## config.mk

```make
export PLATFORM = sky130hd
export DESIGN_NAME = rdchk_top
export DESIGN_NICKNAME = d
export VERILOG_FILES = /design/src/rtl/rdchk_pkg.sv /design/src/rtl/rdchk_satcnt.sv /design/src/rtl/rdchk_lane.sv /design/src/rtl/rdchk_first.sv /design/src/rtl/rdchk_top.sv
export SDC_FILE = /design/constraint.sdc
export NUM_CORES = 1
export LEC_CHECK = 0
export ABC_AREA = 0
export BUFFER_PORTS_ARGS = -buffer_cell sky130_fd_sc_hd__buf_4
export CAP_MARGIN = 15
export CORE_ASPECT_RATIO = 0.5
export CORE_UTILIZATION = 25
export DETAILED_ROUTE_END_ITERATION = 10
export PLACE_DENSITY = 0.59
export SLEW_MARGIN = 25
export SYNTH_ARGS = -nofsm -noshare
export SYNTH_HDL_FRONTEND = slang
export SYNTH_HIERARCHICAL = 1
export SYNTH_SLANG_ARGS = --single-unit
```

## constraint.sdc

```tcl
create_clock -name clk -period 1.75 [get_ports clk]
set_input_delay 0.0875 -clock clk [delete_from_list [all_inputs] [get_ports clk]]
set_output_delay 0.0875 -clock clk [all_outputs]
set_load 0.01 [all_outputs]
```

## src/rtl/rdchk_pkg.sv

```systemverilog
package rdchk_pkg;
  localparam int LANE_BITS = 8;
  typedef logic [LANE_BITS-1:0] lane_t;

  // bits that disagree and are not excluded by the mask
  function automatic lane_t miss_bits(input lane_t rd, input lane_t ex, input lane_t mask);
    return (rd ^ ex) & ~mask;
  endfunction
endpackage

```

## src/rtl/rdchk_satcnt.sv

```systemverilog
module rdchk_satcnt #(
  parameter int W = 16
) (
  input  logic         clk,
  input  logic         rst_n,
  input  logic         clr,
  input  logic         inc,
  output logic [W-1:0] cnt
);
  function automatic logic [W-1:0] sat_step(input logic [W-1:0] v, input logic up);
    if (up && (v != {W{1'b1}})) return v + 1'b1;
    return v;
  endfunction

  always_ff @(posedge clk or negedge rst_n) begin
    if (!rst_n)   cnt <= '0;
    else if (clr) cnt <= '0;
    else          cnt <= sat_step(cnt, inc);
  end
endmodule

```

## src/rtl/rdchk_lane.sv

```systemverilog
module rdchk_lane
  import rdchk_pkg::*;
#(
  parameter int CNT_W = 16
) (
  input  logic             clk,
  input  logic             rst_n,
  input  logic             clr_all,
  input  logic             beat,
  input  lane_t            rd,
  input  lane_t            ex,
  input  lane_t            mask,
  input  logic             clr_lane,
  output lane_t            bit_flags,
  output logic             lane_flag,
  output logic             lane_hit,
  output logic [CNT_W-1:0] cnt
);
  lane_t miss;

  assign miss     = beat ? miss_bits(rd, ex, mask) : '0;
  assign lane_hit = |miss;

  // a fresh error outranks a clear in the same cycle
  always_ff @(posedge clk or negedge rst_n) begin
    if (!rst_n) begin
      bit_flags <= '0;
      lane_flag <= 1'b0;
    end else if (clr_all) begin
      bit_flags <= '0;
      lane_flag <= 1'b0;
    end else begin
      bit_flags <= (clr_lane ? '0 : bit_flags) | miss;
      lane_flag <= (lane_flag & ~clr_lane) | lane_hit;
    end
  end

  rdchk_satcnt #(.W(CNT_W)) u_cnt (
    .clk   (clk),
    .rst_n (rst_n),
    .clr   (clr_all),
    .inc   (lane_hit),
    .cnt   (cnt)
  );
endmodule

```

## src/rtl/rdchk_first.sv

```systemverilog
module rdchk_first #(
  parameter int IDX_W = 16
) (
  input  logic             clk,
  input  logic             rst_n,
  input  logic             clr_all,
  input  logic             beat,
  input  logic             any_hit,
  input  logic             trig_en,
  output logic [IDX_W-1:0] first_idx,
  output logic             err_seen,
  output logic             trig_out
);
  logic [IDX_W-1:0] vec_idx;
  logic             first_evt;

  assign first_evt = any_hit & ~err_seen;

  rdchk_satcnt #(.W(IDX_W)) u_vec (
    .clk   (clk),
    .rst_n (rst_n),
    .clr   (clr_all),
    .inc   (beat),
    .cnt   (vec_idx)
  );

  always_ff @(posedge clk or negedge rst_n) begin
    if (!rst_n) begin
      first_idx <= '0;
      err_seen  <= 1'b0;
      trig_out  <= 1'b0;
    end else if (clr_all) begin
      first_idx <= '0;
      err_seen  <= 1'b0;
      trig_out  <= 1'b0;
    end else begin
      trig_out <= first_evt & trig_en;
      if (first_evt) begin
        first_idx <= vec_idx;
        err_seen  <= 1'b1;
      end
    end
  end
endmodule

```

## src/rtl/rdchk_top.sv

```systemverilog
module rdchk_top
  import rdchk_pkg::*;
#(
  parameter int LANES = 9,
  parameter int CNT_W = 16,
  parameter int IDX_W = 16,
  localparam int DATA_W = LANES * LANE_BITS
) (
  input  logic                   clk,
  input  logic                   rst_n,
  input  logic                   seq_start,
  input  logic                   beat_valid,
  input  logic [DATA_W-1:0]      rd_data,
  input  logic [DATA_W-1:0]      exp_data,
  input  logic [DATA_W-1:0]      cmp_mask,
  input  logic [LANES-1:0]       lane_clr,
  input  logic                   trig_en,
  output logic [DATA_W-1:0]      bit_err,
  output logic [LANES-1:0]       lane_err,
  output logic [LANES*CNT_W-1:0] lane_cnt,
  output logic [CNT_W-1:0]       glob_cnt,
  output logic [IDX_W-1:0]       first_idx,
  output logic                   err_seen,
  output logic                   trig_out
);
  logic             beat;
  logic [LANES-1:0] lane_hit;
  logic             beat_hit;

  // a beat arriving with the start pulse belongs to no sequence
  assign beat     = beat_valid & ~seq_start;
  assign beat_hit = |lane_hit;

  for (genvar i = 0; i < LANES; i++) begin : g_lane
    rdchk_lane #(.CNT_W(CNT_W)) u_lane (
      .clk       (clk),
      .rst_n     (rst_n),
      .clr_all   (seq_start),
      .beat      (beat),
      .rd        (rd_data[i*LANE_BITS +: LANE_BITS]),
      .ex        (exp_data[i*LANE_BITS +: LANE_BITS]),
      .mask      (cmp_mask[i*LANE_BITS +: LANE_BITS]),
      .clr_lane  (lane_clr[i]),
      .bit_flags (bit_err[i*LANE_BITS +: LANE_BITS]),
      .lane_flag (lane_err[i]),
      .lane_hit  (lane_hit[i]),
      .cnt       (lane_cnt[i*CNT_W +: CNT_W])
    );
  end

  rdchk_satcnt #(.W(CNT_W)) u_glob (
    .clk   (clk),
    .rst_n (rst_n),
    .clr   (seq_start),
    .inc   (beat_hit),
    .cnt   (glob_cnt)
  );

  rdchk_first #(.IDX_W(IDX_W)) u_first (
    .clk       (clk),
    .rst_n     (rst_n),
    .clr_all   (seq_start),
    .beat      (beat),
    .any_hit   (beat_hit),
    .trig_en   (trig_en),
    .first_idx (first_idx),
    .err_seen  (err_seen),
    .trig_out  (trig_out)
  );
endmodule

```

==> impl_metrics.ini, run 1 <==
[drt]
first_iter_violations = 984
drc = 0
post_drt_via_cell_ratio = 4.981
drt-total-wl_mm = 65.50
vias = 17260
first_pass_iters = 5
ant_nets = 0
wl_per_cell_um = 18.90

[power]
power_density_nw_per_um2 = 580.2
ir_drop_mv = 0.9241
p_leak_nw = 12.29

[clocking]
cts-root-buf = clkbuf_16
clock_latency_ns = 0.60
cts_buffers = 31
cts.htree.levels = 1
cts_tree = built
cts_buffer_depth = 3
cts_sinks = 275
clkTransAtPathRegs_ns = 0.06

[place]
place_congestion = 0.9768
io_buffer_count = 488
dp_hpwl_mm = 45.39
post-place-ws_ns = -0.8870

[sta]
setup-violations-final = 56
rsz0062_at_grt = true
post-route-min-period_ns = 1.883
relSlewSlack = 0.3817
max_slew.worst_pin.slew_ns = 0.9275
fin_skew_ns = 0.01481
fin_setup_tns_ns = -2.062
fmax_mhz = 530.9
fin_ws_ns = -0.1335
timing.final.max_slew_violations = 0
fin_crit_sh = 1.076
final-hold-violation-count = 0
hold_ws_ns = 0.02268

[layout]
fill_cells = 5678
nNetsFinal = 2863
drive_above_1_share = 0.5135
syn_to_final_growth_pct = 80.26

[global_route]
grt.total_usage = 0.1906
grt_start_max_net_pins = 159
overflow = 0
antenna_found_initial = 4
grt_pass1_vias = 16490
grt_pass1_wl_mm = 95.60

[yosys]
synth_edf_count = 0
synth_flop_cell = dfrtp_1
synth_warnings = 6
synth_simple_gate_area_frac = 0.3030
ys_async_sr_fraction = 1.000
synth_top_family_by_area = simple AND/OR/NAND/NOR gates
synth-seq-area-share = 0.4411
synthCells = 1591
synth_area_per_cell_um2 = 9.806
synth_area_um2 = 15600
synthAdderAreaFrac = 0.008822
synth_compound_area_frac = 0.1419
synthMuxAreaShare = 0.03176
syn_nets = 1832
synth_seq_cells = 275
synth_area_leaders = dfrtp_1 44%, a21oi_1 6.2%, o31ai_1 3.7%
synth_largest_area_cell = dfrtp_1
netlist.area_leader.share = 0.4411
synth_xor_area_frac = 0.04042
yosys.cell_types.count = 43

[worst_setup_path]
crit_arrival_ns = 2.38
crit_type = primary input to flop
critical_path.max_fanout = 7
r2r_setup_slack_ns = -0.06
rr_endpoint = u_glob/cnt[13]$_DFFE_PN0P_
end_kind = flop
reg2reg_depth = 5
critPathLaunchType = primary input
cp.required_ns = 2.25
r2r-start = u_glob/cnt[10]$_DFFE_PN0P_

[floorplan]
pin_count = 489
core_area_um2 = 61420
die_area_um2 = 63470
rows = 64
dieWidth_um = 355.3
die_h_um = 178.6
start_util = 0.2540

[outcome]
failed_checks = setup timing
status = finished, violations left

[min_path]
whs_path_depth = 4
hold-path-endpoint = g_lane[1].u_lane/bit_flags[4]$_DFF_PN0_
holdCritPathClass = primary input to flop
min-delay-start = lane_clr[1]

[run]
max_cap_violations = 0
## state kept, by name, summed over array words and instances, names as in the netlist
signal / flops
g_lane.u_lane/u_cnt/cnt: 144
g_lane.u_lane/bit_flags: 72
u_first/first_idx: 16
u_first/u_vec/cnt: 16
u_glob/cnt: 16
g_lane.u_lane/lane_flag: 9
u_first/err_seen: 1
u_first/trig_out: 1
## stage by stage
stage / std cells / total power [W] / utilization / instance area (µm²)
after global placement: 3183 / 0.009426 / 0.3806 / 23380
after global routing: 3465 / 0.01698 / 0.4579 / 28120
after floorplan: 1591 / 0.007840 / - / 16350
after CTS: 3392 / 0.01614 / 0.4287 / 26330
after detailed placement: 3183 / 0.009447 / 0.3806 / 23380
final: 3465 / 0.01632 / 0.4579 / 28120
## final cells by class
class | instances | area [µm²] | share of cell area
multi-input cells | 1206 | 10010 | 0.3559
repair buffers | 1066 | 9081 | 0.3229
flip-flops and latches | 275 | 6892 | 0.2451
well taps | 825 | 1032 | 0.03670
clock buffers | 44 | 874.6 | 0.03110
inverters | 42 | 185.2 | 0.006585
clock inverters | 4 | 42.54 | 0.001513
diodes | 3 | 7.507 | 0.0002669
## what timing repair did
item / 4_1_cts / 5_1_grt
hold buffers: 129 / 0
hold endpoints to repair: 351 / 0
gates cloned: 6 / 8
buffers inserted: 26 / 64
pin swaps: 51 / 151
endpoints found under the setup margin: 112 / 186
resized for setup: 91 / 288
## kinds of logic after synthesis
kind of cell,after synthesis
AO/OA/AOI/OAI,361
XOR/XNOR,72
buffers and inverters,112
adder cells (fa/ha/maj),11
multiplexers,44
AND/OR/NAND/NOR,716
flip-flops,275
## layout by cell type, fill, tap and decap left out, drive strengths merged
cell          netlist  final
nor2               65     65
xor2               54     54
o211ai             11     11
and3b               1      1
clkinvlp            0      5
o31ai              77     77
dlymetal6s4s        0      7
nand3b             65     65
bufbuf              0      1
inv                33     32
a21oi             193    193
clkinv              9      9
or4                77     77
xnor2              18     18
and4bb              9      9
nor2b              45     45
a211oi             11     11
or3                33     33
nand2b             16     16
nor3b              18     18
and3               22     22
o21ai              60     60
and2b               1      3
dlygate4sd3         0    121
nand2             138    138
ha                 11     11
nand3              34     34
mux2               44     44
dfrtp             275    275
nor3               12     12
diode               0      3
a31oi               9      9
and4               31     31
buf                22    931
nand4bb            16     16
nand4              77     77
nor4               56     56
clkbuf             48     50
## critical path, cell delays in order
cell	delay, ns
buf_8	0.11
nor2b_4	0.15
buf_6	0.15
buf_12	0.14
nor3b_4	0.19
and4bb_1	0.27
nand2_2	0.15
buf_6	0.13
clkinvlp_4	0.17
buf_12	0.19
or4_1	0.49
a21oi_1	0.13
## how the worst max path moves through the flow
stage / from / to / slack [ns] / cells past startpoint
global route: seq_start / g_lane[5].u_lane/u_cnt/cnt[7]$_DFFE_PN0P_ / -0.17 / 12
CTS: seq_start / g_lane[5].u_lane/u_cnt/cnt[13]$_DFFE_PN0P_ / -0.06 / 12
finish: seq_start / g_lane[5].u_lane/u_cnt/cnt[7]$_DFFE_PN0P_ / -0.13 / 12
global placement: beat_valid / u_glob/cnt[13]$_DFFE_PN0P_ / -0.87 / 12
floorplan: beat_valid / u_glob/cnt[2]$_DFFE_PN0P_ / -0.87 / 10
detailed placement: beat_valid / u_glob/cnt[13]$_DFFE_PN0P_ / -0.89 / 12
## power breakdown
part	internal, W	switching, W	total [W]
sequential	0.00650	0.000118	0.00661
clock	0.00343	0.00275	0.00618
combinational	0.00182	0.00170	0.00352
## cell usage after synthesis (45+ instances only)
library cell  instances
a21oi_1             193
clkbuf_1             48
dfrtp_1             275
nand2_1             138
nand3b_1             65
nand4_1              66
nor2_1               65
nor2b_1              45
nor4_1               45
o31ai_1              77
or4_1                55
xor2_1               54
## metal layers
metal | GRT usage | up-vias | wire length (µm)
met2 | 0.3337 | 315 | 33700
li1 | - | 8109 | -
met4 | 0.07848 | 2 | 2676
met1 | 0.2406 | 8703 | 27220
met3 | 0.01934 | 131 | 1907
met5 | 0 | - | 8
(Power assumes the default switching activity.)
==> inputs of run 2 (changes only) <==
PLACE_DENSITY = unset   (was 0.59)
==> run 2 against run 1 <==
First-iteration DRC count is 12% higher. Largest cell class unchanged. The run still ends with setup timing left. Critical endpoint is now u_first/trig_out$_DFF_PN0_. Cell count rose by 0.63%. Sequential cell count unchanged. Count of clock-buffer cells in the layout shrank 9.
==> impl_metrics.ini, run 2 (same netlist as run 1, synthesis figures left out) <==
[outcome]
status = finished, violations left
failed_checks = setup timing

[worst_setup_path]
critPathLaunchType = primary input
crit_arrival_ns = 2.39
cpMaxStageDelayCell = and4bb_1
cp_slowest_stage_delay_ns = 0.32
r2r_setup_slack_ns = -0.11
crit_top_cell = buf_12
end_kind = flop
cp.required_ns = 2.24
crit_chain = buf_6 -> nor2b_4 -> buf_12 -> buf_12 -> nor3b_4 -> and4bb_1 -> nand2_2 -> buf_12 -> nor3_4 -> nand3_4 -> buf_4 -> and2b_4 -> buf_12 -> and3b_1
critical_path.max_fanout = 14
crit_type = primary input to flop

[clocking]
cts_tree = built
cts-root-buf = clkbuf_16
clkTransAtPathRegs_ns = 0.07
cts.htree.levels = 1
cts_buffer_depth = 3
cts_buffers = 31
cts_sinks = 275
clock_latency_ns = 0.60

[place]
placedInstanceArea_um2 = 23540
place_congestion = 0.9770
dp_hpwl_mm = 45.75
dp.cells = 3205
io_buffer_count = 488
post-place-ws_ns = -1.073

[sta]
fin_setup_tns_ns = -6.158
max_slew.worst_pin.slew_ns = 0.8453
fin_skew_ns = 0.02380
post-route-min-period_ns = 1.894
final-hold-violation-count = 0
fin_crit_sh = 1.082
timing.final.max_slew_violations = 0
rsz0062_at_grt = true
setup-violations-final = 135
fmax_mhz = 528.0
relSlewSlack = 0.4365
fin_ws_ns = -0.1441

[global_route]
grt_pass1_vias = 16790
grt_pass1_wl_mm = 96.45
antenna_found_initial = 1
overflow = 0
grt_start_max_net_pins = 96
grt.total_usage = 0.1898

[power]
ir_drop_mv = 0.7909
power_density_nw_per_um2 = 628.2
seq_power_share = 0.374
p_leak_nw = 12.42
pwr-share-comb = 0.194
power.share.switching = 0.2721
pwr-share-clk = 0.432
p_int_w = 0.01285
p_sw_w = 0.004804

[floorplan]
start_util = 0.2540
die_area_um2 = 63470
die_h_um = 178.6
pin_count = 489
rows = 64
core_area_um2 = 61420
dieWidth_um = 355.3

[layout]
largest_reg_flops = 144
top_regs = g_lane.u_lane/u_cnt/cnt: 144 flops, g_lane.u_lane/bit_flags: 72 flops
post-route-util = 0.4576
regMostFlops = g_lane.u_lane/u_cnt/cnt
fin_area_um2 = 28110
layout.cells.non_filler = 3487
mostFrequentLayoutCells = 860 x buf_4, 266 x dfrtp_1, 149 x a21oi_1, 129 x nand2_1, 129 x dlygate4sd3_1
drive_above_1_share = 0.5024
layout_commonest_cell = buf_4
syn_to_final_growth_pct = 80.16
nNetsFinal = 2877

[drt]
drt-total-wl_mm = 64.60
post_drt_via_cell_ratio = 4.936
first_iter_violations = 1103
ant_nets = 0
drc = 0
first_pass_iters = 8
wl_per_cell_um = 18.53
vias = 17210

[min_path]
holdCritPathClass = primary input to flop

[run]
max_cap_violations = 0
-- run 2: area by class of cell --
type	count	area [µm²]
Multi-Input combinational cell	1204	9691
Clock inverter	23	356.6
Sequential cell	275	6893
Clock buffer	35	820.8
Antenna cell	1	2.502
Fill cell	5680	33310
Timing Repair Buffer	1082	9123
Inverter	42	188.9
Tap cell	825	1032
-- run 2: what timing repair did --
item                       4_1_cts  5_1_grt
setup endpoints to repair      144      204
hold endpoints to repair       352        0
pin swaps                       63       72
gates resized for setup        131      165
hold buffers                   138        0
buffers inserted                44       40
gates cloned                     4        2
-- run 2: final timing paths --
path                                                                 from  cells after the start                                    endpoint
worst max-delay path                                           beat_valid                     14                  u_first/trig_out$_DFF_PN0_
worst min-delay path                                          lane_clr[4]                      4     g_lane[4].u_lane/bit_flags[5]$_DFF_PN0_
worst max register to register  g_lane[6].u_lane/u_cnt/cnt[0]$_DFFE_PN0P_                      7  g_lane[6].u_lane/u_cnt/cnt[14]$_DFFE_PN0P_
worst min register to register    g_lane[6].u_lane/bit_flags[5]$_DFF_PN0_                      2     g_lane[6].u_lane/bit_flags[5]$_DFF_PN0_
max in group asynchronous                                           rst_n                      3     g_lane[1].u_lane/bit_flags[7]$_DFF_PN0_
min in group asynchronous                                           rst_n                      3                  u_glob/cnt[14]$_DFFE_PN0P_
-- run 2: power by group through the flow --
stage / combinational, W / clock [W] / sequential (W)
after detailed placement: 0.00277 / 0 / 0.00670
after global routing: 0.00365 / 0.00804 / 0.00662
after CTS: 0.00324 / 0.00782 / 0.00659
after floorplan: 0.00105 / 0 / 0.00679
final: 0.00342 / 0.00762 / 0.00661
after global placement: 0.00276 / 0 / 0.00670
-- run 2: metal layers --
layer	part of all wire	track usage	up-vias
li1	-	-	8135
met1	0.43	0.2436	8658
met2	0.51	0.3307	307
met3	0.032	0.02517	112
met4	0.032	0.05963	0
met5	0	0	-
-- run 2: per-stage QoR --
stage	hold WS [ns]	power [W]
2_1_floorplan	-0.2081	0.007840
3_3_place_gp	-0.01104	0.009460
3_5_place_dp	-0.01166	0.009475
4_1_cts	0.002168	0.01766
5_1_grt	0.04357	0.01831
6_report	0.02641	0.01766
-- run 2: worst max-delay path: cells and delay by family --
kind                   cells  cell delay [ns]
and+or+nand+nor            8             1.47
buffers and inverters      6             0.83
